File: config.mk
export PLATFORM = sky130hd
export DESIGN_NAME = mac_irq_status
export DESIGN_NICKNAME = d
export VERILOG_FILES = /design/src/rtl/mac_irq_pkg.sv /design/src/rtl/irq_sticky_flag.sv /design/src/rtl/irq_link_change.sv /design/src/rtl/mac_irq_status.sv
export SDC_FILE = /design/constraint.sdc
export NUM_CORES = 1
export LEC_CHECK = 0
export ABC_CLOCK_PERIOD_IN_PS = 1500
export BUFFER_PORTS_ARGS = -buffer_cell sky130_fd_sc_hd__buf_2
export CORE_MARGIN = 2
export CORE_UTILIZATION = 31
export CTS_CLUSTER_DIAMETER = 50
export CTS_CLUSTER_SIZE = 14
export DETAILED_ROUTE_END_ITERATION = 8
export HOLD_SLACK_MARGIN = 0.15
export PLACE_DENSITY = 0.78
export SETUP_SLACK_MARGIN = 0.4
export SYNTH_ARGS = -nofsm -noshare
export SYNTH_HDL_FRONTEND = slang
export SYNTH_SLANG_ARGS = --single-unit
File: constraint.sdc
create_clock -name clk_i -period 1.5 [get_ports clk_i]
set_input_delay 0.15 -clock clk_i [delete_from_list [all_inputs] [get_ports clk_i]]
set_output_delay 0.15 -clock clk_i [all_outputs]
set_load 0.01 [all_outputs]
File: src/rtl/mac_irq_pkg.sv
package mac_irq_pkg;
  localparam int unsigned DATA_W     = 32;
  localparam int unsigned B_PHY_CHG  = 0;
  localparam int unsigned B_PCS_CHG  = 1;
  localparam int unsigned B_AN_DONE  = 2;
  localparam int unsigned B_MMC_ANY  = 4;
  localparam int unsigned B_MMC_RX   = 5;
  localparam int unsigned B_MMC_TX   = 6;
  localparam int unsigned B_MMC_CSUM = 7;
  localparam int unsigned B_TS       = 9;
  localparam int unsigned B_LPI      = 10;
  localparam logic [DATA_W-1:0] DEF_MASK = 32'h0000_06F7;
endpackage

File: src/rtl/irq_sticky_flag.sv
module irq_sticky_flag (
  input  logic clk_i,
  input  logic rst_ni,
  input  logic set_i,
  input  logic clr_i,
  output logic q_o
);
  always_ff @(posedge clk_i or negedge rst_ni) begin
    if (!rst_ni)     q_o <= 1'b0;
    else if (set_i)  q_o <= 1'b1;   // set has priority over clear
    else if (clr_i)  q_o <= 1'b0;
  end

  a_r9_set_wins: assert property (@(posedge clk_i) disable iff (!rst_ni)
    set_i |=> q_o);
  a_r1_clear_on_read: assert property (@(posedge clk_i) disable iff (!rst_ni)
    (clr_i && !set_i) |=> !q_o);
  a_r1_hold: assert property (@(posedge clk_i) disable iff (!rst_ni)
    (!set_i && !clr_i) |=> (q_o == $past(q_o)));
endmodule

File: src/rtl/irq_link_change.sv
module irq_link_change (
  input  logic clk_i,
  input  logic rst_ni,
  input  logic link_i,
  output logic chg_o
);
  logic prev_q, primed_q;

  always_ff @(posedge clk_i or negedge rst_ni) begin
    if (!rst_ni) begin
      prev_q   <= 1'b0;
      primed_q <= 1'b0;
    end else begin
      prev_q   <= link_i;
      primed_q <= 1'b1;
    end
  end

  // first edge after reset only captures the level
  assign chg_o = primed_q && (link_i != prev_q);

  a_r6_toggle_detected: assert property (@(posedge clk_i) disable iff (!rst_ni)
    (primed_q && (link_i != $past(link_i))) |-> chg_o);
  a_r7_steady_quiet: assert property (@(posedge clk_i) disable iff (!rst_ni)
    (primed_q && (link_i == $past(link_i))) |-> !chg_o);
endmodule

File: src/rtl/mac_irq_status.sv
module mac_irq_status
  import mac_irq_pkg::*;
#(
  parameter int unsigned AW       = 12,
  parameter logic [AW-1:0] REG_ADDR = 12'h038,
  parameter int unsigned CSUM_W   = 8,
  parameter int unsigned TX_W     = 8,
  parameter int unsigned RX_W     = 8
) (
  input  logic              clk_i,
  input  logic              rst_ni,
  input  logic              lpi_tx_evt_i,
  input  logic              lpi_rx_evt_i,
  input  logic              lpi_rd_i,
  input  logic              ts_target_i,
  input  logic              ts_sec_ovf_i,
  input  logic              ts_aux_trig_i,
  input  logic              ts_rd_i,
  input  logic [CSUM_W-1:0] mmc_csum_irq_i,
  input  logic [TX_W-1:0]   mmc_tx_irq_i,
  input  logic [RX_W-1:0]   mmc_rx_irq_i,
  input  logic              an_done_i,
  input  logic              pcs_link_i,
  input  logic              an_rd_i,
  input  logic              phy_link_i,
  input  logic              phy_rd_i,
  input  logic              rd_en_i,
  input  logic [AW-1:0]     rd_addr_i,
  output logic [DATA_W-1:0] rd_data_o,
  output logic              irq_o
);
  localparam int unsigned N_STICKY = 5;
  localparam int unsigned S_LPI = 0, S_TS = 1, S_AN = 2, S_PCS = 3, S_PHY = 4;

  logic                pcs_chg, phy_chg;
  logic [N_STICKY-1:0] st_set, st_clr, st_q;
  logic                lvl_csum, lvl_tx, lvl_rx;
  logic [DATA_W-1:0]   status;
  logic                hit;

  irq_link_change u_pcs_chg (.clk_i, .rst_ni, .link_i(pcs_link_i), .chg_o(pcs_chg));
  irq_link_change u_phy_chg (.clk_i, .rst_ni, .link_i(phy_link_i), .chg_o(phy_chg));

  always_comb begin
    st_set[S_LPI] = lpi_tx_evt_i | lpi_rx_evt_i;
    st_clr[S_LPI] = lpi_rd_i;
    st_set[S_TS]  = ts_target_i | ts_sec_ovf_i | ts_aux_trig_i;
    st_clr[S_TS]  = ts_rd_i;
    st_set[S_AN]  = an_done_i;
    st_clr[S_AN]  = an_rd_i;
    st_set[S_PCS] = pcs_chg;
    st_clr[S_PCS] = an_rd_i;   // shares the auto-negotiation status read
    st_set[S_PHY] = phy_chg;
    st_clr[S_PHY] = phy_rd_i;
  end

  for (genvar g = 0; g < N_STICKY; g++) begin : g_sticky
    irq_sticky_flag u_flag (
      .clk_i, .rst_ni,
      .set_i(st_set[g]),
      .clr_i(st_clr[g]),
      .q_o  (st_q[g])
    );
  end

  assign lvl_csum = |mmc_csum_irq_i;
  assign lvl_tx   = |mmc_tx_irq_i;
  assign lvl_rx   = |mmc_rx_irq_i;

  always_comb begin
    status             = '0;
    status[B_LPI]      = st_q[S_LPI];
    status[B_TS]       = st_q[S_TS];
    status[B_MMC_CSUM] = lvl_csum;
    status[B_MMC_TX]   = lvl_tx;
    status[B_MMC_RX]   = lvl_rx;
    status[B_MMC_ANY]  = lvl_csum | lvl_tx | lvl_rx;
    status[B_AN_DONE]  = st_q[S_AN];
    status[B_PCS_CHG]  = st_q[S_PCS];
    status[B_PHY_CHG]  = st_q[S_PHY];
  end

  assign hit       = rd_en_i && (rd_addr_i == REG_ADDR);
  assign rd_data_o = hit ? status : '0;
  assign irq_o     = |(status & DEF_MASK);

  a_r8_reserved_zero: assert property (@(posedge clk_i) disable iff (!rst_ni)
    (rd_data_o & ~DEF_MASK) == '0);
  a_r10_miss_reads_zero: assert property (@(posedge clk_i) disable iff (!rst_ni)
    !hit |-> (rd_data_o == '0));
  a_r4_summary_bit: assert property (@(posedge clk_i) disable iff (!rst_ni)
    rd_data_o[B_MMC_ANY] == (|rd_data_o[B_MMC_CSUM:B_MMC_RX]));
  a_r11_irq_matches: assert property (@(posedge clk_i) disable iff (!rst_ni)
    hit |-> (irq_o == (|rd_data_o)));
  a_r5_an_sets: assert property (@(posedge clk_i) disable iff (!rst_ni)
    an_done_i |=> st_q[S_AN]);
endmodule

==> results.sh, run 1 <==
export IMPL_violations="setup timing"
export IMPL_dr_pass1_iters=4
export IMPL_p_sw_mw=0.153
export IMPL_maxCapViolCount=0
export IMPL_die_area_mm2=0.00253
export IMPL_gp_congestion=0.737
export IMPL_period_minus_slack_ns=1.64
export IMPL_start_kind="flip-flop"
export IMPL_rsz0062_at_grt="yes"
export IMPL_dr_first_iter_drc_count=7
export IMPL_ios=84
export IMPL_avgRoutedWirePerCell_um=12.0
export IMPL_combinationalPowerShare_pct=32.2
export IMPL_irDropWorstVdd_v=0.000392
export IMPL_clock_sinks=8
export IMPL_routed_wl_mm=2.13
export IMPL_cts_max_level=1
export IMPL_grt_overflow_total=0
export IMPL_yosysWarnings=0
export IMPL_clkPwrFrac_pct=26.6
export IMPL_layout_drive_gt1_share_pct=52.3
export IMPL_worst_setup_path_type="flip-flop to output pin"
export IMPL_setup_violations=1
export IMPL_cts_root_buf="clkbuf_4"
export IMPL_diodes=0
export IMPL_cts_tree="yes"
export IMPL_vias=783
export IMPL_core_mm2=0.00198
export IMPL_p_leak_nw=0.638
export IMPL_grt_total_usage_pct=17.8
export IMPL_worstPathArrival_ns=1.49
export IMPL_grt_max_degree=9
export IMPL_p_int_mw=0.426
export IMPL_rows=16
export IMPL_fin_util_pct=58.3
export IMPL_yosysUniqueCellTypes=23
export IMPL_clock_latency_ns=0.24
export IMPL_ys_seq_area_share_pct=30.2
export IMPL_syn_inst=74
export IMPL_syn_area_um2=663
export IMPL_avgSynthCellArea_um2=8.96
export IMPL_fmax_ghz=0.612
export IMPL_floorplan_initialDensity_pct=33.5
export IMPL_drv_slew=0
export IMPL_clk_pin_slew_ns=0.05
export IMPL_path_cells="or4_1 > nor2_1 > nand4_1 > buf_2"
export IMPL_worst_path_max_delay_cell="or4_1"
export IMPL_rrSetupSlack_ns=0.64
export IMPL_grt_pass1_wl_mm=3.33
export IMPL_hold_class="primary input to flip-flop"
export IMPL_cp_slowest_stage_delay_ns=0.52
export IMPL_io_buffers=60
export IMPL_area_growth_pct=74.3
export IMPL_clockBufferDepth=2
export IMPL_holdWs_ns=0.219
export IMPL_powerDensity_mw_per_mm2=501
export IMPL_final_common_cell="buf_2"
export IMPL_crit_required_ns=1.35
export IMPL_dp_cells=160
export IMPL_final_cell_mix="52 x buf_2, 24 x conb_1, 12 x dlygate4sd3_1"
export IMPL_stdcell_count=178
export IMPL_clock_skew_ns=0.00203
export IMPL_fin_crit_sh_pct=109
export IMPL_path_max_fanout=2
export IMPL_finalPower_mw=0.580
export IMPL_hpwl_mm=1.52
export IMPL_numCtsBuffers=3
export IMPL_finalHoldViolCount=0
export IMPL_antenna_found_initial=0
export IMPL_ant_nets=0
export IMPL_yosys_register_bits=8
export IMPL_drc=0
export IMPL_seqPwrFrac_pct=41.2
export IMPL_outcome="complete, but fails checks"
export IMPL_fillers=163
export IMPL_via_per_inst=4.40
export IMPL_p_sw_share_pct=26.5
export IMPL_cp_end_kind="output pin"
export IMPL_final_nets=204
export IMPL_worst_slack_ns=-0.135
export IMPL_die_w_um=50.3
export IMPL_grt_pass1_vias=778
export IMPL_fp_dieH_um=50.3
-- sequential cells by signal, indices dropped and copies added, names as in the netlist --
name / cells
g_sticky.u_flag.q_o: 5
u_pcs_chg.prev_q: 1
u_phy_chg.prev_q: 1
u_phy_chg.primed_q: 1
-- Yosys cell counts (all sizes together) --
master / number / area, um^2
buf: 23 / 173
nor2: 12 / 62.6
dfrtp: 8 / 200
or4: 7 / 71.3
inv: 4 / 15.0
o21ai: 3 / 15.0
and2: 2 / 12.5
conb: 2 / 7.51
nand4: 2 / 18.8
xor2: 2 / 17.5
a21o: 1 / 7.51
a22o: 1 / 8.76
a31oi: 1 / 6.26
and4: 1 / 8.76
and4b: 1 / 10.0
nand2: 1 / 3.75
nor3: 1 / 5.00
nor3b: 1 / 7.51
nor4: 1 / 12.5
-- through the flow --
step	instance area [um^2]	setup WS, ns	setup TNS (ns)
2_1_floorplan	746	0.269	0
3_5_place_dp	907	0.143	0
6_report	1160	-0.135	-0.135
3_3_place_gp	907	0.134	0
5_1_grt	1160	-0.198	-0.198
4_1_cts	1130	-0.126	-0.126
-- cell families after synthesis --
logic type                Yosys count  share of synthesized area (%)
DFF                                 8                           30.2
buffers and inverters              27                           28.3
and+or+nand+nor                    29                           32.1
other                               2                           1.13
xor gates and xnor gates            2                           2.64
AOI/OAI and AO/OA                   6                           5.66
-- power groups by stage --
stage	combinational, mW	clock (mW)	sequential (mW)
2_1_floorplan	0.0973	0	0.240
3_3_place_gp	0.121	0	0.242
3_5_place_dp	0.127	0	0.243
4_1_cts	0.176	0.159	0.238
5_1_grt	0.205	0.176	0.240
6_report	0.187	0.154	0.239
-- cell type report --
cell class | count | area (um^2) | share of cell area, %
timing repair buffer | 75 | 493 | 42.6
sequential | 8 | 200 | 17.3
tap | 27 | 33.8 | 2.92
inverter | 4 | 15.0 | 1.30
multi-input combinational | 61 | 392 | 33.9
clock buffer | 3 | 22.5 | 1.95
-- layer usage --
metal,wire (um),global-route usage [%],vias up
li1,-,-,360
met1,649,16.2,348
met2,1190,34.4,67
met3,235,3.87,8
met4,57,11.6,0
met5,0,0,-
-- worst max-delay path: cells and delay by family, from the launching register on --
| family | cells | cell delay, ns |
|---|---|---|
| buf+inv | 1 | 0.15 |
| simple gates | 3 | 0.72 |
| flops | 1 | 0.37 |
-- timing repair --
| item | 4_1_cts | 5_1_grt |
|---|---|---|
| hold buffers | 12 | 0 |
| pin swaps | 16 | 11 |
| hold endpoints to repair | 14 | 0 |
| buffers inserted | 3 | 0 |
| endpoints found under the setup margin | 10 | 10 |
| gates resized for setup | 10 | 4 |
-- final timing paths --
check | startpoint | to | cells past startpoint
min reg2reg | u_phy_chg.primed_q$_DFF_PN0_ | g_sticky[3].u_flag.q_o$_DFFE_PN0P_ | 1
min | an_rd_i | g_sticky[2].u_flag.q_o$_DFFE_PN0P_ | 3
max in group asynchronous | rst_ni | g_sticky[2].u_flag.q_o$_DFFE_PN0P_ | 2
max | g_sticky[0].u_flag.q_o$_DFFE_PN0P_ | irq_o | 4
max reg2reg | u_pcs_chg.prev_q$_DFF_PN0_ | g_sticky[3].u_flag.q_o$_DFFE_PN0P_ | 2
min in group asynchronous | rst_ni | u_pcs_chg.prev_q$_DFF_PN0_ | 2
No activity file was read; power rests on OpenSTA's default activity.
==> run 2, diff against run 1 <==
- CORE_MARGIN: 2 -> default
==> results.sh, run 2 (synthesis gave the netlist of run 1 again) <==
export IMPL_outcome="complete, but fails checks"
export IMPL_violations="setup timing"
export IMPL_ant_nets=0
export IMPL_diodes=0
export IMPL_clockBufferDepth=2
export IMPL_grt_pass1_vias=753
export IMPL_layout_drive_gt1_share_pct=54.0
export IMPL_routed_wl_mm=1.96
export IMPL_rrSetupSlack_ns=0.66
export IMPL_setup_violations=1
export IMPL_drc=0
export IMPL_worst_setup_path_type="flip-flop to output pin"
export IMPL_worst_slack_ns=-0.126
export IMPL_rows=16
export IMPL_cp_num_buf_inv=1
export IMPL_period_minus_slack_ns=1.63
export IMPL_irDropWorstVdd_v=0.000415
export IMPL_dr_pass1_iters=2
export IMPL_p_leak_nw=0.637
export IMPL_startpoint="g_sticky[2].u_flag.q_o$_DFFE_PN0P_"
export IMPL_wl_met3_um=195
export IMPL_clk_pin_slew_ns=0.05
export IMPL_grt_total_usage_pct=18.3
export IMPL_area_growth_pct=74.5
export IMPL_met1Wirelength_um=620
export IMPL_largest_reg_flops=5
export IMPL_grt_max_degree=9
export IMPL_final_cell_mix="52 x buf_2, 24 x conb_1, 12 x dlygate4sd3_1, 8 x dfrtp_1, 8 x buf_6"
export IMPL_top_layer_used="met4"
export IMPL_via_per_inst=4.37
export IMPL_maxCapViolCount=0
export IMPL_fin_crit_sh_pct=108
export IMPL_path_max_fanout=2
export IMPL_vias=773
export IMPL_core_mm2=0.00198
export IMPL_regToRegEndpoint="g_sticky[3].u_flag.q_o$_DFFE_PN0P_"
export IMPL_fin_util_pct=58.4
export IMPL_die_area_mm2=0.00233
export IMPL_clock_latency_ns=0.24
export IMPL_clock_skew_ns=0.00146
export IMPL_cts_tree="yes"
export IMPL_dr_first_iter_drc_count=8
export IMPL_gp_congestion=0.731
export IMPL_r2r_cells=2
export IMPL_hpwl_mm=1.40
export IMPL_fmax_ghz=0.615
export IMPL_top_register="g_sticky.u_flag.q_o"
export IMPL_path_cells="or4_4 > nor2_1 > nand4_1 > buf_2"
export IMPL_cp_end_kind="output pin"
export IMPL_cts_root_buf="clkbuf_4"
export IMPL_avgRoutedWirePerCell_um=11.0
export IMPL_path_depth=4
export IMPL_start_kind="flip-flop"
export IMPL_floorplan_initialDensity_pct=33.5
export IMPL_hold_class="primary input to flip-flop"
export IMPL_wl_met2_mm=1.11
export IMPL_finalPower_mw=0.575
export IMPL_drv_slew=0
export IMPL_io_buffers=60
export IMPL_grt_pass1_wl_mm=2.90
export IMPL_worstPathArrival_ns=1.48
export IMPL_grt_overflow_total=0
export IMPL_numCtsBuffers=3
export IMPL_cts_max_level=1
export IMPL_final_common_cell="buf_2"
export IMPL_fp_dieH_um=48.3
export IMPL_clock_sinks=8
export IMPL_powerDensity_mw_per_mm2=497
export IMPL_final_nets=203
export IMPL_antenna_found_initial=0
export IMPL_critPathTopFamily="simple AND/OR/NAND/NOR gates"
export IMPL_finalHoldViolCount=0
export IMPL_ios=84
export IMPL_r2r_start="u_pcs_chg.prev_q$_DFF_PN0_"
export IMPL_cp_endpoint="irq_o"
export IMPL_die_w_um=48.3
export IMPL_cp_slowest_stage_delay_ns=0.53
export IMPL_crit_required_ns=1.35
export IMPL_rsz0062_at_grt="yes"
export IMPL_worst_path_max_delay_cell="or4_4"
==> run 2: changes by cell type in the layout (fill, tap and decap cells not counted), sizes merged <==
cell,previous run,this run
buf,63,62
==> run 2: worst reg2reg max path, delay by kind of cell (launching register included) <==
kind	cells	cell delay (ns)
flops	1	0.37
compound gates	1	0.20
xor+xnor	1	0.16
==> run 2: layout make-up <==
type,count,area (um^2)
Clock buffer,3,22.5
Fill cell,171,825
Inverter,4,15.0
Multi-Input combinational cell,61,400
Sequential cell,8,200
Tap cell,27,33.8
Timing Repair Buffer,74,485
==> run 2: how the worst min path moves through the flow <==
stage / slack, ns / startpoint / depth (start not counted) / end
after global routing: 0.22 / an_rd_i / 3 / g_sticky[2].u_flag.q_o$_DFFE_PN0P_
final: 0.22 / an_rd_i / 3 / g_sticky[2].u_flag.q_o$_DFFE_PN0P_
after CTS: 0.21 / an_rd_i / 3 / g_sticky[2].u_flag.q_o$_DFFE_PN0P_
after floorplan: -0.15 / rst_ni / 0 / g_sticky[0].u_flag.q_o$_DFFE_PN0P_
after detailed placement: 0.0006 / rst_ni / 1 / u_pcs_chg.prev_q$_DFF_PN0_
after global placement: -0.006 / rst_ni / 1 / u_pcs_chg.prev_q$_DFF_PN0_
==> run 2: layer usage <==
metal  up-vias  GRT usage [%]
met5         -              0
met4         0           6.67
met3         4           4.81
met2        58           36.3
met1       355           17.6
li1        356              -
==> run 2: stage by stage <==
step	area (um^2)	std cells	setup slack, ns	hold WS [ns]	TNS (ns)
2_1_floorplan	746	96	0.269	-0.146	0
3_3_place_gp	907	160	0.135	-0.00565	0
3_5_place_dp	907	160	0.130	0.000617	0
4_1_cts	1130	177	-0.156	0.214	-0.156
5_1_grt	1160	177	-0.187	0.216	-0.187
6_report	1160	177	-0.126	0.216	-0.126
==> run 2: repair_timing <==
action	4_1_cts	5_1_grt
gates resized for setup	10	7
pin swaps	15	10
hold endpoints to repair	14	0
endpoints found under the setup margin	10	10
gates cloned	0	0
hold buffers	12	0
setup buffers	2	0
==> run 2: where the power goes <==
| part | internal [mW] | switching (mW) | total (mW) |
|---|---|---|---|
| sequential | 0.231 | 0.00785 | 0.239 |
| combinational | 0.102 | 0.0793 | 0.181 |
| clock | 0.0909 | 0.0640 | 0.155 |
==> run 3, diff against run 2 <==
- SETUP_SLACK_MARGIN: 0.4 -> default
==> results.sh, run 3 (synthesis gave the netlist of run 1 again) <==
export IMPL_stdcell_count=175
export IMPL_finalPower_mw=0.550
export IMPL_dp_slack_ns=0.104
export IMPL_core_mm2=0.00198
export IMPL_via_per_inst=4.05
export IMPL_die_w_um=48.3
export IMPL_cts_resized=0
export IMPL_rows=16
export IMPL_clock_latency_ns=0.24
export IMPL_final_nets=201
export IMPL_numCtsBuffers=3
export IMPL_seqPwrFrac_pct=43.1
export IMPL_largest_reg_flops=5
export IMPL_grt_total_usage_pct=15.4
export IMPL_clockBufferDepth=2
export IMPL_routed_wl_mm=1.67
export IMPL_worstPathArrival_ns=1.47
export IMPL_path_max_fanout=2
export IMPL_fin_util_pct=52.6
export IMPL_cp_slowest_stage_delay_ns=0.52
export IMPL_outcome="complete, but fails checks"
export IMPL_final_common_cell="buf_2"
export IMPL_floorplan_initialDensity_pct=33.5
export IMPL_dr_first_iter_drc_count=6
export IMPL_powerDensity_mw_per_mm2=528
export IMPL_drv_slew=0
export IMPL_clk_pin_slew_ns=0.05
export IMPL_grt_pass1_wl_mm=2.48
export IMPL_cts_tree="yes"
export IMPL_dr_pass1_iters=3
export IMPL_fillers=174
export IMPL_p_leak_nw=0.598
export IMPL_p_sw_mw=0.142
export IMPL_drc=0
export IMPL_worst_setup_path_type="flip-flop to output pin"
export IMPL_antenna_found_initial=0
export IMPL_die_area_mm2=0.00233
export IMPL_finalHoldViolCount=0
export IMPL_cts_root_buf="clkbuf_4"
export IMPL_avgRoutedWirePerCell_um=9.56
export IMPL_grt_overflow_total=0
export IMPL_fp_dieH_um=48.3
export IMPL_clock_skew_ns=0.000435
export IMPL_gp_congestion=0.674
export IMPL_rsz0062_at_grt="yes"
export IMPL_hold_class="primary input to flip-flop"
export IMPL_setup_tns_final_ns=-0.122
export IMPL_p_int_mw=0.408
export IMPL_period_minus_slack_ns=1.62
export IMPL_irDropWorstVdd_v=0.000421
export IMPL_maxCapViolCount=0
export IMPL_clock_sinks=8
export IMPL_seq_area_um2=200
export IMPL_vias=709
export IMPL_dp_cells=160
export IMPL_worst_path_max_delay_cell="or4_1"
export IMPL_ios=84
export IMPL_cts_max_level=1
export IMPL_grt_max_degree=9
export IMPL_violations="setup timing"
export IMPL_final_cell_mix="60 x buf_2, 24 x conb_1, 9 x nor2_1, 9 x dlygate4sd3_1, 8 x dfrtp_1"
export IMPL_fin_crit_sh_pct=108
export IMPL_worst_slack_ns=-0.122
export IMPL_place_area_um2=907
export IMPL_cp_end_kind="output pin"
export IMPL_start_kind="flip-flop"
export IMPL_combinationalPowerShare_pct=28.3
export IMPL_layout_drive_gt1_share_pct=51.4
export IMPL_p_sw_share_pct=25.9
export IMPL_area_growth_pct=57.2
export IMPL_clkPwrFrac_pct=28.6
export IMPL_diodes=0
export IMPL_path_cells="or4_1 > nor2_1 > nand4_1 > buf_2"
export IMPL_postLayoutCellArea_mm2=0.00104
export IMPL_ant_nets=0
export IMPL_crit_required_ns=1.35
export IMPL_multi_input_comb_area_um2=358
export IMPL_fmax_ghz=0.617
export IMPL_setup_violations=1
export IMPL_holdWs_ns=0.217
export IMPL_grt_pass1_vias=655
export IMPL_top_register="g_sticky.u_flag.q_o"
export IMPL_io_buffers=60
==> run 3: power groups by stage <==
stage	Clock, mW	Combinational, mW	Sequential (mW)
2_1_floorplan	0	0.0973	0.240
3_3_place_gp	0	0.121	0.241
3_5_place_dp	0	0.123	0.242
4_1_cts	0.163	0.148	0.237
5_1_grt	0.176	0.178	0.238
6_report	0.157	0.156	0.237
==> run 3: final cells by class <==
cell class                      instances  area share (%)
Inverter                                4            1.44
Sequential cell                         8            19.2
Multi-Input combinational cell         61            34.3
Clock buffer                            3            2.16
Timing Repair Buffer                   72            39.6
Tap cell                               27            3.24
==> run 3: worst paths after layout <==
kind / endpoint / cells after the start / from / slack (ns)
worst max-delay path: irq_o / 4 / g_sticky[4].u_flag.q_o$_DFFE_PN0P_ / -0.12
worst min-delay path: g_sticky[2].u_flag.q_o$_DFFE_PN0P_ / 3 / an_rd_i / 0.22
worst max register to register: g_sticky[0].u_flag.q_o$_DFFE_PN0P_ / 3 / g_sticky[0].u_flag.q_o$_DFFE_PN0P_ / 0.31
worst min register to register: g_sticky[4].u_flag.q_o$_DFFE_PN0P_ / 2 / u_phy_chg.primed_q$_DFF_PN0_ / 0.49
max in group asynchronous: g_sticky[1].u_flag.q_o$_DFFE_PN0P_ / 2 / rst_ni / 1.06
min in group asynchronous: g_sticky[2].u_flag.q_o$_DFFE_PN0P_ / 2 / rst_ni / 0.28
==> run 3: layer usage <==
metal  routed length (um)  track usage [%]  vias to the layer above  part of all wire, %
met5                    0                0                        -                    0
met4                   22             7.22                        0                  1.3
met3                   68                0                        2                  4.1
met2                 1040             33.1                       36                   62
met1                  542             14.6                      319                   32
li1                     -                -                      352                    -
==> run 3: worst max-delay path, delay by kind of cell (launching register included) <==
kind,cells,cell delay [ns]
AND/OR/NAND/NOR,3,0.72
flip-flops,1,0.36
buffers and inverters,1,0.15
==> run 3: what timing repair did <==
item	4_1_cts	5_1_grt
hold endpoints to repair	14	0
pin swaps	3	1
buffers inserted	2	1
hold buffers	9	0
setup endpoints to repair	1	1
